==> config.mk <==
export PLATFORM = sky130hd
export DESIGN_NAME = blk_dma
export DESIGN_NICKNAME = d
export VERILOG_FILES = /design/src/rtl/blk_dma.sv
export SDC_FILE = /design/constraint.sdc
export NUM_CORES = 1
export LEC_CHECK = 0
export BUFFER_PORTS_ARGS = -buffer_cell sky130_fd_sc_hd__buf_4
export CAP_MARGIN = 0
export CELL_PAD_IN_SITES_DETAIL_PLACEMENT = 1
export CELL_PAD_IN_SITES_GLOBAL_PLACEMENT = 1
export CORE_MARGIN = 5
export CORE_UTILIZATION = 34
export DETAILED_ROUTE_END_ITERATION = 12
export PLACE_DENSITY_LB_ADDON = 0.2
export RECOVER_POWER = 50
export SLEW_MARGIN = 5
export SYNTH_ARGS = -nofsm -noshare
export SYNTH_HDL_FRONTEND = slang
export SYNTH_SLANG_ARGS = --single-unit
==> constraint.sdc <==
create_clock -name clk -period 3.4 [get_ports clk]
set_input_delay 0.17 -clock clk [delete_from_list [all_inputs] [get_ports clk]]
set_output_delay 0.17 -clock clk [all_outputs]
set_load 0.05 [all_outputs]
==> src/rtl/blk_dma.sv <==
module blk_dma #(
  parameter int AW = 32,
  parameter int LW = 11,
  parameter int BURST = 4,
  parameter int PAGE_BYTES = 4096,
  localparam int BW = $clog2(BURST + 1)
) (
  input  logic          clk,
  input  logic          rst_n,
  input  logic          reg_wr,
  input  logic [1:0]    reg_sel,
  input  logic [31:0]   reg_wdata,
  output logic [31:0]   reg_rdata,
  output logic          irq,
  output logic          bus_req,
  input  logic          bus_gnt,
  output logic          mem_cmd_valid,
  output logic [AW-1:0] mem_cmd_addr,
  output logic          mem_cmd_write,
  output logic [BW-1:0] mem_cmd_beats,
  output logic          mem_wvalid,
  output logic [31:0]   mem_wdata,
  input  logic          mem_wready,
  input  logic          mem_rvalid,
  input  logic [31:0]   mem_rdata,
  output logic          mem_rready,
  input  logic          src_valid,
  input  logic [31:0]   src_data,
  output logic          src_ready,
  output logic          snk_valid,
  output logic [31:0]   snk_data,
  input  logic          snk_ready
);
  localparam int PB = $clog2(PAGE_BYTES);
  localparam int EW = PB + LW + 3;

  typedef enum logic [2:0] {S_IDLE, S_REQ, S_CMD, S_DATA, S_REL} st_t;
  st_t state;

  logic [AW-1:0] cfg_addr, ptr;
  logic [LW-1:0] cfg_len, left;
  logic          cfg_dir, done_f, err_f;
  logic [BW-1:0] beats_left;

  wire busy = (state != S_IDLE);
  wire [EW-1:0] span = EW'(cfg_addr[PB-1:0]) + (EW'(cfg_len) << 2);
  wire crosses = span > EW'(PAGE_BYTES);
  wire start = reg_wr && reg_sel == 2'd2 && reg_wdata[0] && !busy;
  wire in_data = (state == S_DATA);
  wire fire = in_data && (cfg_dir ? (mem_rvalid && snk_ready) : (src_valid && mem_wready));
  wire [BW-1:0] next_beats = (left >= LW'(BURST)) ? BW'(BURST) : BW'(left);

  assign irq = done_f | err_f;
  assign bus_req = (state == S_REQ) || (state == S_CMD) || in_data;
  assign mem_cmd_valid = (state == S_CMD);
  assign mem_cmd_addr = ptr;
  assign mem_cmd_write = !cfg_dir;
  assign mem_cmd_beats = next_beats;
  assign mem_wvalid = in_data && !cfg_dir && src_valid;
  assign mem_wdata = src_data;
  assign src_ready = in_data && !cfg_dir && mem_wready;
  assign snk_valid = in_data && cfg_dir && mem_rvalid;
  assign snk_data = mem_rdata;
  assign mem_rready = in_data && cfg_dir && snk_ready;

  always_comb begin
    case (reg_sel)
      2'd0:    reg_rdata = 32'(cfg_addr);
      2'd1:    reg_rdata = 32'(cfg_len);
      2'd2:    reg_rdata = {30'd0, cfg_dir, 1'b0};
      default: reg_rdata = {29'd0, err_f, done_f, busy};
    endcase
  end

  always_ff @(posedge clk) begin
    if (!rst_n) begin
      state      <= S_IDLE;
      cfg_addr   <= '0;
      cfg_len    <= '0;
      cfg_dir    <= 1'b0;
      done_f     <= 1'b0;
      err_f      <= 1'b0;
      ptr        <= '0;
      left       <= '0;
      beats_left <= '0;
    end else begin
      if (reg_wr && !busy) begin
        case (reg_sel)
          2'd0:    cfg_addr <= {reg_wdata[AW-1:2], 2'b00};
          2'd1:    cfg_len  <= reg_wdata[LW-1:0];
          2'd2:    cfg_dir  <= reg_wdata[1];
          default: ;
        endcase
      end
      if (reg_wr && reg_sel == 2'd3) begin
        if (reg_wdata[1]) done_f <= 1'b0;
        if (reg_wdata[2]) err_f  <= 1'b0;
      end
      if (start) begin
        if (crosses) err_f <= 1'b1;
        else if (cfg_len == '0) done_f <= 1'b1;
        else begin
          state <= S_REQ;
          ptr   <= cfg_addr;
          left  <= cfg_len;
        end
      end
      case (state)
        S_REQ: if (bus_gnt) state <= S_CMD;
        S_CMD: begin
          beats_left <= next_beats;
          state      <= S_DATA;
        end
        S_DATA: if (fire) begin
          ptr        <= ptr + AW'(4);
          left       <= left - LW'(1);
          beats_left <= beats_left - BW'(1);
          if (beats_left == BW'(1)) begin
            if (left == LW'(1)) begin
              state  <= S_IDLE;
              done_f <= 1'b1;
            end else state <= S_REL;
          end
        end
        S_REL: state <= S_REQ;
        default: ;
      endcase
    end
  end
endmodule


# Word-level counts from Yosys, hierarchy flattened
# Index checks and enable logic that the tools add are counted.
# W data, S select, Z words.
# word_totals
reg_bits,93
out_inout_bits,139
# classes
addsub,4
magnitude_cmp,2
n_eq_ne,10
mux,36
bitwise,1
n_reduce_logical,26
# ops
op,n
$mux W32,5
$pmux W32 S3,1
$mux W11,5
$add A32 B3 Y32 const B,1
$mux W3,9
$add A12 B13 Y14,1
$gt A14 B13 Y1 const B,1
$logic_and A1 B1 Y1,14
$mux W1,14
$pmux W3 S4,1
$eq A11 B1 Y1 const B,1
$ge A11 B3 Y1 const B,1
$logic_not A11 Y1,1
$sub A11 B1 Y11 const B,1
$reduce_and A2 Y1,4
$eq A3 B1 Y1 const B,2
$eq A3 B2 Y1 const B,2
$pmux W3 S2,1
$eq A2 B2 Y1 const B,2
$eq A3 B3 Y1 const B,1
$reduce_bool A3 Y1,1
$sub A3 B1 Y3 const B,1
$eq A2 B1 Y1 const B,1
$logic_not A1 Y1,2
other kinds (5),6

# Depth between registers and ports, before layout
# Gate-level depths: netlist of run 1.
# logic_depth
ltp_word,10
mapped_depth,12

# Worst setup path before layout of run 1
# Ideal clock, no wire load.
# synth_path
path_kind,reg-to-reg
from,reg left[6]
to,reg beats_left[1]
setup_ns,0.086
t_arrival_ns,2.746
t_required_ns,3.314
setup_slack_ns,0.569
path_stages_with_launch,8
n_path_buf,0
cell_sequence,dfxtp_1 > or3_1 > or3_1 > nor3_1 > inv_1 > nor2_1 > a21oi_1 > a211oi_1
# synth_via
elab_chain_len,3
# synth_lines
element,line_no,rtl
"start, declared",41,"logic [LW-1:0] cfg_len, left;"
"start signal, assigned",105,left <= cfg_len;
"start signal, assigned",116,left <= left - LW'(1);
$ge A11 B3 Y1,51,wire [BW-1:0] next_beats = (left >= LW'(BURST)) ? BW'(BURST) : BW'(left);
$mux W3,51,
named net mem_cmd_beats[1],20,"output logic [BW-1:0] mem_cmd_beats,"
$pmux W3 S2,108,case (state)
"end signal, assigned",111,beats_left <= next_beats;
"end signal, assigned",117,beats_left <= beats_left - BW'(1);
"end, declared",43,logic [BW-1:0] beats_left;
# The timed path passes the listed nets, and every way through them passes these cells.
# A chain may end at the register's enable or synchronous reset.

# Worst setup path after layout of run 1
# layout_path
from,reg cfg_len[0]
to,reg left[8]
# layout_via
elab_chain_len,6
elab_cells_between_ends,8
# layout_lines
element,line_no,rtl
"start, declared",41,
"start signal, assigned",90,2'd1: cfg_len <= reg_wdata[LW-1:0];
$add A12 B13 Y14 / $logic_not A11 Y1 (equally long branches),"46, 101",
$gt A14 B13 Y1 / $mux W11 (equally long branches),"47, 101",
$mux W11 (*),100,if (crosses) err_f <= 1'b1;
$mux W11 (*),99,if (start) begin
$mux W11,114,S_DATA: if (fire) begin
$mux W11 (*),108,
# Mark *: on every way between the ends. The rest lies on a longest branch, timed or not.

==> results of run 1 <==
[worst max path at each step]
stage,to,start,depth (start not counted),slack (ns)
floorplan,beats_left[1],left[6],7,0.57
global placement,left[8],cfg_len[0],12,0.47
detailed placement,left[8],cfg_len[0],12,0.35
CTS,left[8],cfg_len[0],12,0.32
global route,left[8],cfg_len[0],12,0.06
finish,left[8],cfg_len[0],12,0.30
[worst min-delay path, delay by kind of cell]
family          cells  cell delay (ns)
simple gates        1             0.04
compound gates      1             0.05
buf+inv             1             0.11
[stage by stage]
step                      hold WS (ns)  area, um2  power, mW
after floorplan                  0.306       5690       1.54
after global placement           0.340       6390       1.46
after global routing            0.0488       6520       2.59
after CTS                       0.0496       6690       2.52
final                           0.0554       6520       2.49
after detailed placement         0.340       6390       1.47
[layer usage]
metal,up-vias,global-route usage
li1,2596,-
met1,2635,0.258
met2,150,0.324
met3,35,0.0542
met4,0,0.0391
met5,-,0
[cell families (layout without fill, tap and decap cells)]
| group | after synthesis | in the layout |
|---|---|---|
| compound gates | 172 | 172 |
| xor+xnor | 12 | 12 |
| fa+ha+maj | 17 | 17 |
| buf+inv | 117 | 170 |
| flops | 93 | 93 |
| mux | 23 | 23 |
| simple gates | 295 | 295 |
[where the power goes]
part / switching (mW) / internal, mW / total (mW) / leakage [nW]
Sequential: 0.0256 / 1.11 / 1.14 / 0.752
Combinational: 0.188 / 0.114 / 0.302 / 1.71
Clock: 0.478 / 0.575 / 1.05 / 0.147
Total: 0.692 / 1.80 / 2.49 / 2.61
[cells in the final DEF, fill, tap and decap left out, types with 4 or more instances in the layout]
master	Yosys	layout
a21o_1	5	5
a21oi_1	80	79
a22oi_1	6	6
a31oi_1	11	11
and2_0	0	8
and2_1	25	17
and3_1	15	15
buf_4	67	94
clkbuf_1	28	43
clkbuf_16	0	9
dfxtp_1	93	93
ha_1	16	16
inv_1	15	15
mux2i_1	23	23
nand2_1	96	96
nand2b_1	4	4
nand3_1	19	19
nand3b_1	10	10
nand4_1	7	7
nand4b_1	4	4
nor2_1	68	68
nor2b_1	6	6
nor3_1	13	14
nor4_1	4	4
o21ai_0	9	9
o21ai_1	12	12
or2_2	7	7
or3_1	8	8
xor2_1	9	9
[area by class of cell]
cell class	instances	area share
clock buffer	9	0.0345
sequential	93	0.285
timing repair buffer	139	0.139
multi-input combinational	519	0.479
clock inverter	6	0.0107
tap	220	0.0422
inverter	16	0.00921
[Yosys cell counts (7+ instances only)]
| library cell | count |
|---|---|
| o21ai_0 | 9 |
| ha_1 | 16 |
| nand2_1 | 96 |
| nand4_1 | 7 |
| and2_1 | 25 |
| and3_1 | 15 |
| nor3_1 | 13 |
| nand3b_1 | 10 |
| o21ai_1 | 12 |
| clkbuf_1 | 28 |
| buf_4 | 67 |
| a21oi_1 | 80 |
| nor2_1 | 68 |
| or3_1 | 8 |
| xor2_1 | 9 |
| or2_2 | 7 |
| a31oi_1 | 11 |
| dfxtp_1 | 93 |
| inv_1 | 15 |
| nand3_1 | 19 |
| mux2i_1 | 23 |
[sequential cells by signal, summed over array words and instances, names as in the netlist]
name and cells:
err_f 1, cfg_dir 1, state 3, done_f 1
left 11, beats_left 3, cfg_addr 30, mem_cmd_addr 32
cfg_len 11
==> out/summary.txt, run 1 <==
status = finished, final reports clean
fin. max-slew vios = 0
# diodes = 0
Worst R2R Path Depth = 12
Pleak = 2.61 nW
final worst path period share = 0.911
placed insts = 987
Clock Path Buffers = 2
Req. time, crit path = 3.61 ns
setup TNS = 0 ns
site row count = 47
Placeable Area = 16500 um2
share of post-route cells with drive strength above 1 = 0.170
die height = 139 um
fillcell total = 2047
drc violations = 0
Hold EP = cfg_addr[21]
first-pass GRT wire length = 31300 um
Peak VDD IR = 254 uV
CP bufs+invs = 2
CTS clk-pin slew, worst paths = 0.07 ns
Gate Count Post-Synth = 729
mux share of post-synthesis cell area = 0.0405
Top cell by count, worst path = o2111ai_1
initial antenna violation count = 0
CTS tree = done
final setup vio count = 0
critical path class = flip-flop to flip-flop
full die area = 19400 um2
Clock Latency Late Sink = 0.36 ns
Vias/cell = 5.41
worst r2r dst = left[8]
total track usage = 0.196
DR top layer = met4
Yosys top cell by area = dfxtp_1
slowest CP cell = dfxtp_1
Seq cells post-synth = 93
M1 wire length = 8680 um
dpl ws = 0.351 ns
EDFF count, synth = 0
Hold Crit Class = input port to flip-flop
Syn Nets = 852
power per cell area = 382 nW/um2
worst hold stages = 3
Synth async-reset ratio = 0
PortBufs = 116
post-cts sizing count = 0
area delta synth->final = 14.7%
simple-gate share of the synthesized area = 0.255
HPWL after detailed placement = 14700 um
WL per Instance = 19.4 um
CTS H-tree depth = 3
fmax = 0.323 GHz
Netlist cell types = 71
total vias in the final route = 5416
Synth top area share = 0.327
Synth Area per Inst = 7.80 um2
multi-input logic area = 3120 um2
worst hold path startpoint = reg_wdata[21]
CP Launch Type = flip-flop
final worst slack = 0.303 ns
met2 WL post-DR = 9350 um
via count of the first global-routing pass = 5665
Register Area = 1860 um2
Crit. End Element = flip-flop
Rel. slew slack = 0.275
Hold Fails Final Rpt = 0
Layout Cells excl Fill = 1002
Post-Synth Adder-Cell Area = 0.0387
total iterations of the first detailed-routing run = 4
crit-path max FO = 25
post-synthesis instance area = 5690 um2
Worst path max stage delay = 0.41 ns
gpl congestion = 0.864
CTS Hold Bufs = 0
WL met3 = 1200 um
RR Startpoint = cfg_len[0]
crit path cell chain = ha_1, inv_1, fa_1, nor2b_1, o2111ai_1, a21oi_1, o2111ai_1, a211oi_1, a211oi_2, buf_12, a222oi_1, nor2_1
compound-gate portion of the synthesized area = 0.196
ANT nets after route = 0
min Tclk post-route = 3.10 ns
largest family of logic cells by synthesized area = simple AND/OR/NAND/NOR gates
XOR/XNOR Fraction of Synth Area = 0.0185
Synth area leaders = dfxtp_1 (33%), buf_4 (8.8%), a21oi_1 (7.0%)
Clock Skews = 0.0125 ns
Root Buffer = clkbuf_16
sequential area share after synthesis = 0.327
pin count of the biggest net entering global routing = 60
cell family with the largest share of critical-path delay = compound AO/OA/AOI/OAI gates
Post-CTS Setup Bufs = 0
final core occ = 0.395
final WL = 19500 um
Num CTS Buffers = 9
top_reg_cell synth = dfxtp_1
First DRT Iteration DRCs = 280
Initial Utilization = 0.344
die width = 139 um
# IOs = 245
clock sinks = 93
GRT overflow = 0
worst slew pin tran = 1.09 ns
reg2reg setup slack = 0.30 ns
# Max-Cap Violations = 0
Yosys warnings = 0
unrepaired setup endpoints after global routing = false
CP arrival = 3.31 ns
fin nets = 901
(Power assumes the default switching activity.)
==> run 2: changes to the inputs <==
Settings changed: RECOVER_POWER 50 to 100.
==> run 2 against run 1 <==
Count of clock-buffer cells in the layout unchanged. Worst hold slack improved by 0.0021 ns. Clock skew about the same. Clock power about the same. Via count increased by 0.72%. Combinational power decreased by 2%. Critical path depth unchanged. Total power decreased by 0.33%. Setup slack improved by 0.0041 ns. Design area decreased by 0.88%. Highest routed layer unchanged.
==> out/summary.txt, run 2 (synthesized netlist as in run 1, its figures left out) <==
status = finished, final reports clean (unchanged)
# diodes = 0 (unchanged)
final worst path period share = 0.910 (was 0.911)
Critical Path Source = cfg_len[0] (unchanged)
CTS clk-pin slew, worst paths = 0.08 ns (was 0.07 ns)
Hold Fails Final Rpt = 0 (unchanged)
fmax = 0.323 GHz (about the same)
power per cell area = 384 nW/um2 (was 382 nW/um2)
# Max-Cap Violations = 0 (unchanged)
critical path class = flip-flop to flip-flop (unchanged)
worst slew pin tran = 1.08 ns (was 1.09 ns)
CP arrival = 3.37 ns (was 3.31 ns)
most frequent cells in the layout = nand2_1 (96), dfxtp_1 (93), buf_4 (81) (was nand2_1 (96), buf_4 (94), dfxtp_1 (93))
Top cell by count, worst path = and3_1 (was o2111ai_1)
fin. max-slew vios = 0 (unchanged)
post-cts sizing count = 0 (unchanged)
initial antenna violation count = 0 (unchanged)
unrepaired setup endpoints after global routing = false (unchanged)
Num CTS Buffers = 9 (unchanged)
ANT nets after route = 0 (unchanged)
Register Area = 1860 um2 (unchanged)
met1 global-route usage = 0.258 (unchanged)
Pleak = 2.54 nW (was 2.61 nW)
final setup vio count = 0 (unchanged)
# IOs = 245 (unchanged)
worst hold path startpoint = reg_wdata[21] (unchanged)
first-pass GRT wire length = 31300 um (unchanged)
Placeable Area = 16500 um2 (unchanged)
total vias in the final route = 5455 (was 5416)
Peak VDD IR = 250 uV (was 254 uV)
M3 GR Usage = 0.0542 (unchanged)
RR Startpoint = cfg_len[0] (unchanged)
commonest non-fill, non-tap cell in the layout = nand2_1 (unchanged)
First DRT Iteration DRCs = 304 (was 280)
setup TNS = 0 ns (unchanged)
total track usage = 0.196 (unchanged)
via count of the first global-routing pass = 5665 (unchanged)
fillcell total = 2058 (was 2047)
die height = 139 um (unchanged)
site row count = 47 (unchanged)
CP Launch Type = flip-flop (unchanged)
CTS H-tree depth = 3 (unchanged)
Rel. slew slack = 0.281 (was 0.275)
Tot Pwr = 2.48 mW (was 2.49 mW)
area delta synth->final = 13.7% (was 14.7%)
Clock Skews = 0.0120 ns (was 0.0125 ns)
total iterations of the first detailed-routing run = 4 (unchanged)
HPWL after detailed placement = 14700 um (unchanged)
crit path cell chain = ha_1, inv_1, fa_1, nor2b_1, o2111ai_1, a21o_1, and3_1, and3_1, a211oi_1, buf_12, o21ai_0, a31oi_1 (was ha_1, inv_1, fa_1, nor2b_1, o2111ai_1, a21oi_1, o2111ai_1, a211oi_1, a211oi_2, buf_12, a222oi_1, nor2_1)
Clock Latency Late Sink = 0.36 ns (about the same)
Worst path max stage delay = 0.42 ns (was 0.41 ns)
GR peak layer = met2 (unchanged)
final worst slack = 0.307 ns (was 0.303 ns)
Initial Utilization = 0.344 (unchanged)
Req. time, crit path = 3.68 ns (was 3.61 ns)
crit-path max FO = 25 (unchanged)
Hold Crit Class = input port to flip-flop (unchanged)
dpl ws = 0.351 ns (unchanged)
GRT overflow = 0 (unchanged)
Root Buffer = clkbuf_16 (unchanged)
drc violations = 0 (unchanged)
gpl congestion = 0.864 (unchanged)
full die area = 19400 um2 (unchanged)
final WL = 19500 um (about the same)
PortBufs = 116 (unchanged)
Vias/cell = 5.44 (was 5.41)
WL per Instance = 19.5 um (was 19.4 um)
min Tclk post-route = 3.09 ns (was 3.10 ns)
pin count of the biggest net entering global routing = 60 (unchanged)
multi-input logic area = 3110 um2 (was 3120 um2)
share of post-route cells with drive strength above 1 = 0.151 (was 0.170)
grt met2 use = 0.324 (unchanged)
die width = 139 um (unchanged)
CTS tree = done (unchanged)
CTS Hold Bufs = 0 (unchanged)
clock sinks = 93 (unchanged)
Post-CTS Setup Bufs = 0 (unchanged)
Clock Path Buffers = 2 (unchanged)
Crit. End Element = flip-flop (unchanged)
fin nets = 901 (unchanged)
number of flip-flops in the largest register = 32 (unchanged)
slowest CP cell = dfxtp_1 (unchanged)
[run 2: final cells by class]
type | count | share of cell area
Clock buffer | 9 | 0.0348
Clock inverter | 6 | 0.0108
Inverter | 16 | 0.00929
Multi-Input combinational cell | 519 | 0.482
Sequential cell | 93 | 0.288
Tap cell | 220 | 0.0426
Timing Repair Buffer | 139 | 0.133
[run 2: stage by stage]
step / utilization / instance area (um2) / hold slack (ns) / cells
6_report: 0.391 / 6460 / 0.0575 / 1002
4_1_cts: 0.405 / 6690 / 0.0496 / 1002
3_3_place_gp: 0.387 / 6390 / 0.340 / 987
3_5_place_dp: 0.387 / 6390 / 0.340 / 987
2_1_floorplan: - / 5690 / 0.306 / 729
5_1_grt: 0.391 / 6460 / 0.0488 / 1002
[run 2: final timing paths]
check,to,cells past startpoint,slack (ns)
hold reg to reg,cfg_addr[27],2,0.48
setup reg to reg,mem_cmd_addr[16],12,0.31
setup / recovery,mem_cmd_addr[16],12,0.31
hold / removal,cfg_addr[21],3,0.06
[run 2: metal layers]
layer / share of wire / vias up / wire (um)
met1: 0.46 / 2668 / 9020
met5: 0 / - / 0
li1: - / 2600 / -
met4: 0.017 / 0 / 329
met3: 0.054 / 42 / 1060
met2: 0.47 / 145 / 9110
[run 2: worst max-delay path, delay by kind of cell, from the launching register on]
kind                     cells  cell delay [ns]
buffers and inverters        2             0.29
AND/OR/NAND/NOR              3             0.55
AO/OA/AOI/OAI                5             1.12
flip-flops                   1             0.42
adder cells (fa/ha/maj)      2             0.63
[run 2: power by group]
group / switching (mW) / total (mW) / leakage (nW) / internal (mW)
clock network: 0.475 / 1.05 / 0.147 / 0.575
logic: 0.187 / 0.297 / 1.64 / 0.109
registers: 0.0255 / 1.14 / 0.752 / 1.11
==> run 3: changes to the inputs <==
==> constraint.sdc (replaced) <==
create_clock -name clk -period 3.4 [get_ports clk]
set_input_delay 0.34 -clock clk [delete_from_list [all_inputs] [get_ports clk]]
set_output_delay 0.34 -clock clk [all_outputs]
set_load 0.05 [all_outputs]
==> run 3 against run 2 <==
The run now ends with max-capacitance violations, max-slew violations left. Sequential cell count did not move. First-iteration DRC count fell by 21%. Critical path depth fell by 6. Sequential power barely moved. Critical endpoint is now mem_cmd_beats[1]. Via count fell by 0.51%. Count of clock-buffer cells in the layout rose by 4. Worst hold slack improved by 0.18 ns. Design area rose by 0.19%. Core utilization rose by 0.076 points. Clock power barely moved. Wire length fell by 2.3%. Clock skew fell by 0.0063 ns.
==> out/summary.txt, run 3 (synthesized netlist as in run 1, its figures left out) <==
ANT nets after route = 0 (unchanged)
met1 global-route usage = 0.256 (was 0.258)
# diodes = 0 (unchanged)
Root Buffer = clkbuf_16 (unchanged)
Clock Latency Late Sink = 0.35 ns (was 0.36 ns)
final core occ = 0.392 (was 0.391)
# IOs = 245 (unchanged)
commonest non-fill, non-tap cell in the layout = nand2_1 (unchanged)
fmax = 0.321 GHz (was 0.323 GHz)
via count of the first global-routing pass = 5739 (was 5665)
Hold Fails Final Rpt = 0 (unchanged)
total vias in the final route = 5427 (was 5455)
die height = 139 um (unchanged)
critical path class = flip-flop to primary output (was flip-flop to flip-flop)
CTS Hold Bufs = 0 (unchanged)
WL per Instance = 19.0 um (was 19.5 um)
GRT overflow = 0 (unchanged)
clock sinks = 93 (unchanged)
total iterations of the first detailed-routing run = 4 (unchanged)
M3 GR Usage = 0.0381 (was 0.0542)
pin count of the biggest net entering global routing = 39 (was 60)
CP arrival = 2.78 ns (was 3.37 ns)
Initial Utilization = 0.344 (unchanged)
drc violations = 0 (unchanged)
crit path cell chain = or3_1, or3_1, nor3_1, inv_1, nor2_1, clkbuf_1 (was ha_1, inv_1, fa_1, nor2b_1, o2111ai_1, a21o_1, and3_1, and3_1, a211oi_1, buf_12, o21ai_0, a31oi_1)
Pleak = 2.54 nW (about the same)
# Max-Cap Violations = 1 (was 0)
Hold Crit Class = input port to flip-flop (unchanged)
setup TNS = 0 ns (unchanged)
gpl congestion = 0.861 (was 0.864)
die width = 139 um (unchanged)
Clock Path Buffers = 2 (unchanged)
power per cell area = 385 nW/um2 (was 384 nW/um2)
Req. time, crit path = 3.06 ns (was 3.68 ns)
Top cell by count, worst path = or3_1 (was and3_1)
min Tclk post-route = 3.12 ns (was 3.09 ns)
Tot Pwr = 2.50 mW (was 2.48 mW)
CTS H-tree depth = 3 (unchanged)
initial antenna violation count = 0 (unchanged)
CTS clk-pin slew, worst paths = 0.07 ns (was 0.08 ns)
fin. max-slew vios = 31 (was 0)
site row count = 47 (unchanged)
fin nets = 901 (unchanged)
grt met2 use = 0.313 (was 0.324)
First DRT Iteration DRCs = 241 (was 304)
number of flip-flops in the largest register = 32 (unchanged)
CTS tree = done (unchanged)
first-pass GRT wire length = 31000 um (was 31300 um)
share of post-route cells with drive strength above 1 = 0.149 (was 0.151)
status = finished with violations (was finished, final reports clean)
Peak VDD IR = 271 uV (was 250 uV)
Rel. slew slack = -0.0309 (was 0.281)
slowest CP cell = clkbuf_1 (was dfxtp_1)
Clock Skews = 0.00576 ns (was 0.0120 ns)
crit-path max FO = 5 (was 25)
final setup vio count = 0 (unchanged)
final WL = 19100 um (was 19500 um)
PortBufs = 116 (unchanged)
full die area = 19400 um2 (unchanged)
Num CTS Buffers = 9 (unchanged)
unrepaired setup endpoints after global routing = false (unchanged)
Crit. End Element = primary output (was flip-flop)
GR peak layer = met2 (unchanged)
final worst path period share = 0.917 (was 0.910)
violated checks = max-capacitance violations, max-slew violations
Vias/cell = 5.41 (was 5.44)
worst slew pin tran = 1.55 ns (was 1.08 ns)
area delta synth->final = 13.9% (was 13.7%)
most frequent cells in the layout = nand2_1 (96), dfxtp_1 (93), a21oi_1 (80) (was nand2_1 (96), dfxtp_1 (93), buf_4 (81))
CP Launch Type = flip-flop (unchanged)
total track usage = 0.192 (was 0.196)
HPWL after detailed placement = 14500 um (was 14700 um)
Placeable Area = 16500 um2 (unchanged)
Worst path max stage delay = 0.50 ns (was 0.42 ns)
run 3: report_power, final:
group / internal [mW] / switching, mW
sequential: 1.11 / 0.0247
combinational: 0.110 / 0.186
clock: 0.630 / 0.435
run 3: repair_timing:
action | 4_1_cts | 5_1_grt
gates resized for setup | 0 | 1
buffers inserted | 0 | 0
setup endpoints to repair | 0 | 1
run 3: worst max-delay path: cells and delay by family (launching register included):
family        cells  cell delay [ns]
buf+inv           2             0.68
flops             1             0.34
simple gates      4             1.41
run 3: worst paths after layout:
kind	end	slack [ns]	start	depth (start not counted)
setup / recovery	mem_cmd_beats[1]	0.28	left[6]	6
hold / removal	cfg_len[10]	0.23	reg_wdata[10]	3
setup reg to reg	mem_cmd_addr[8]	0.35	cfg_len[0]	12
hold reg to reg	cfg_addr[27]	0.47	cfg_addr[27]	2
run 3: metal layers:
| layer | part of all wire | wire, um |
|---|---|---|
| met1 | 0.47 | 8890 |
| met2 | 0.46 | 8750 |
| met3 | 0.055 | 1050 |
| met4 | 0.021 | 397 |
| met5 | 0 | 0 |
run 3: area by class of cell:
cell class	instances	area, um2
Fill cell	2022	10000
Multi-Input combinational cell	519	3120
Sequential cell	93	1860
Timing Repair Buffer	139	848
Tap cell	220	275
Clock buffer	13	270
Inverter	16	60.1
Clock inverter	3	42.5
run 3: stage by stage:
step / cells / instance area [um2] / setup slack (ns) / hold slack [ns]
finish: 1003 / 6480 / 0.284 / 0.233
global route: 1003 / 6480 / 0.0731 / 0.242
CTS: 1003 / 6710 / 0.295 / 0.228
detailed placement: 987 / 6390 / 0.305 / 0.466
global placement: 987 / 6390 / 0.493 / 0.457
floorplan: 729 / 5690 / 0.569 / 0.443
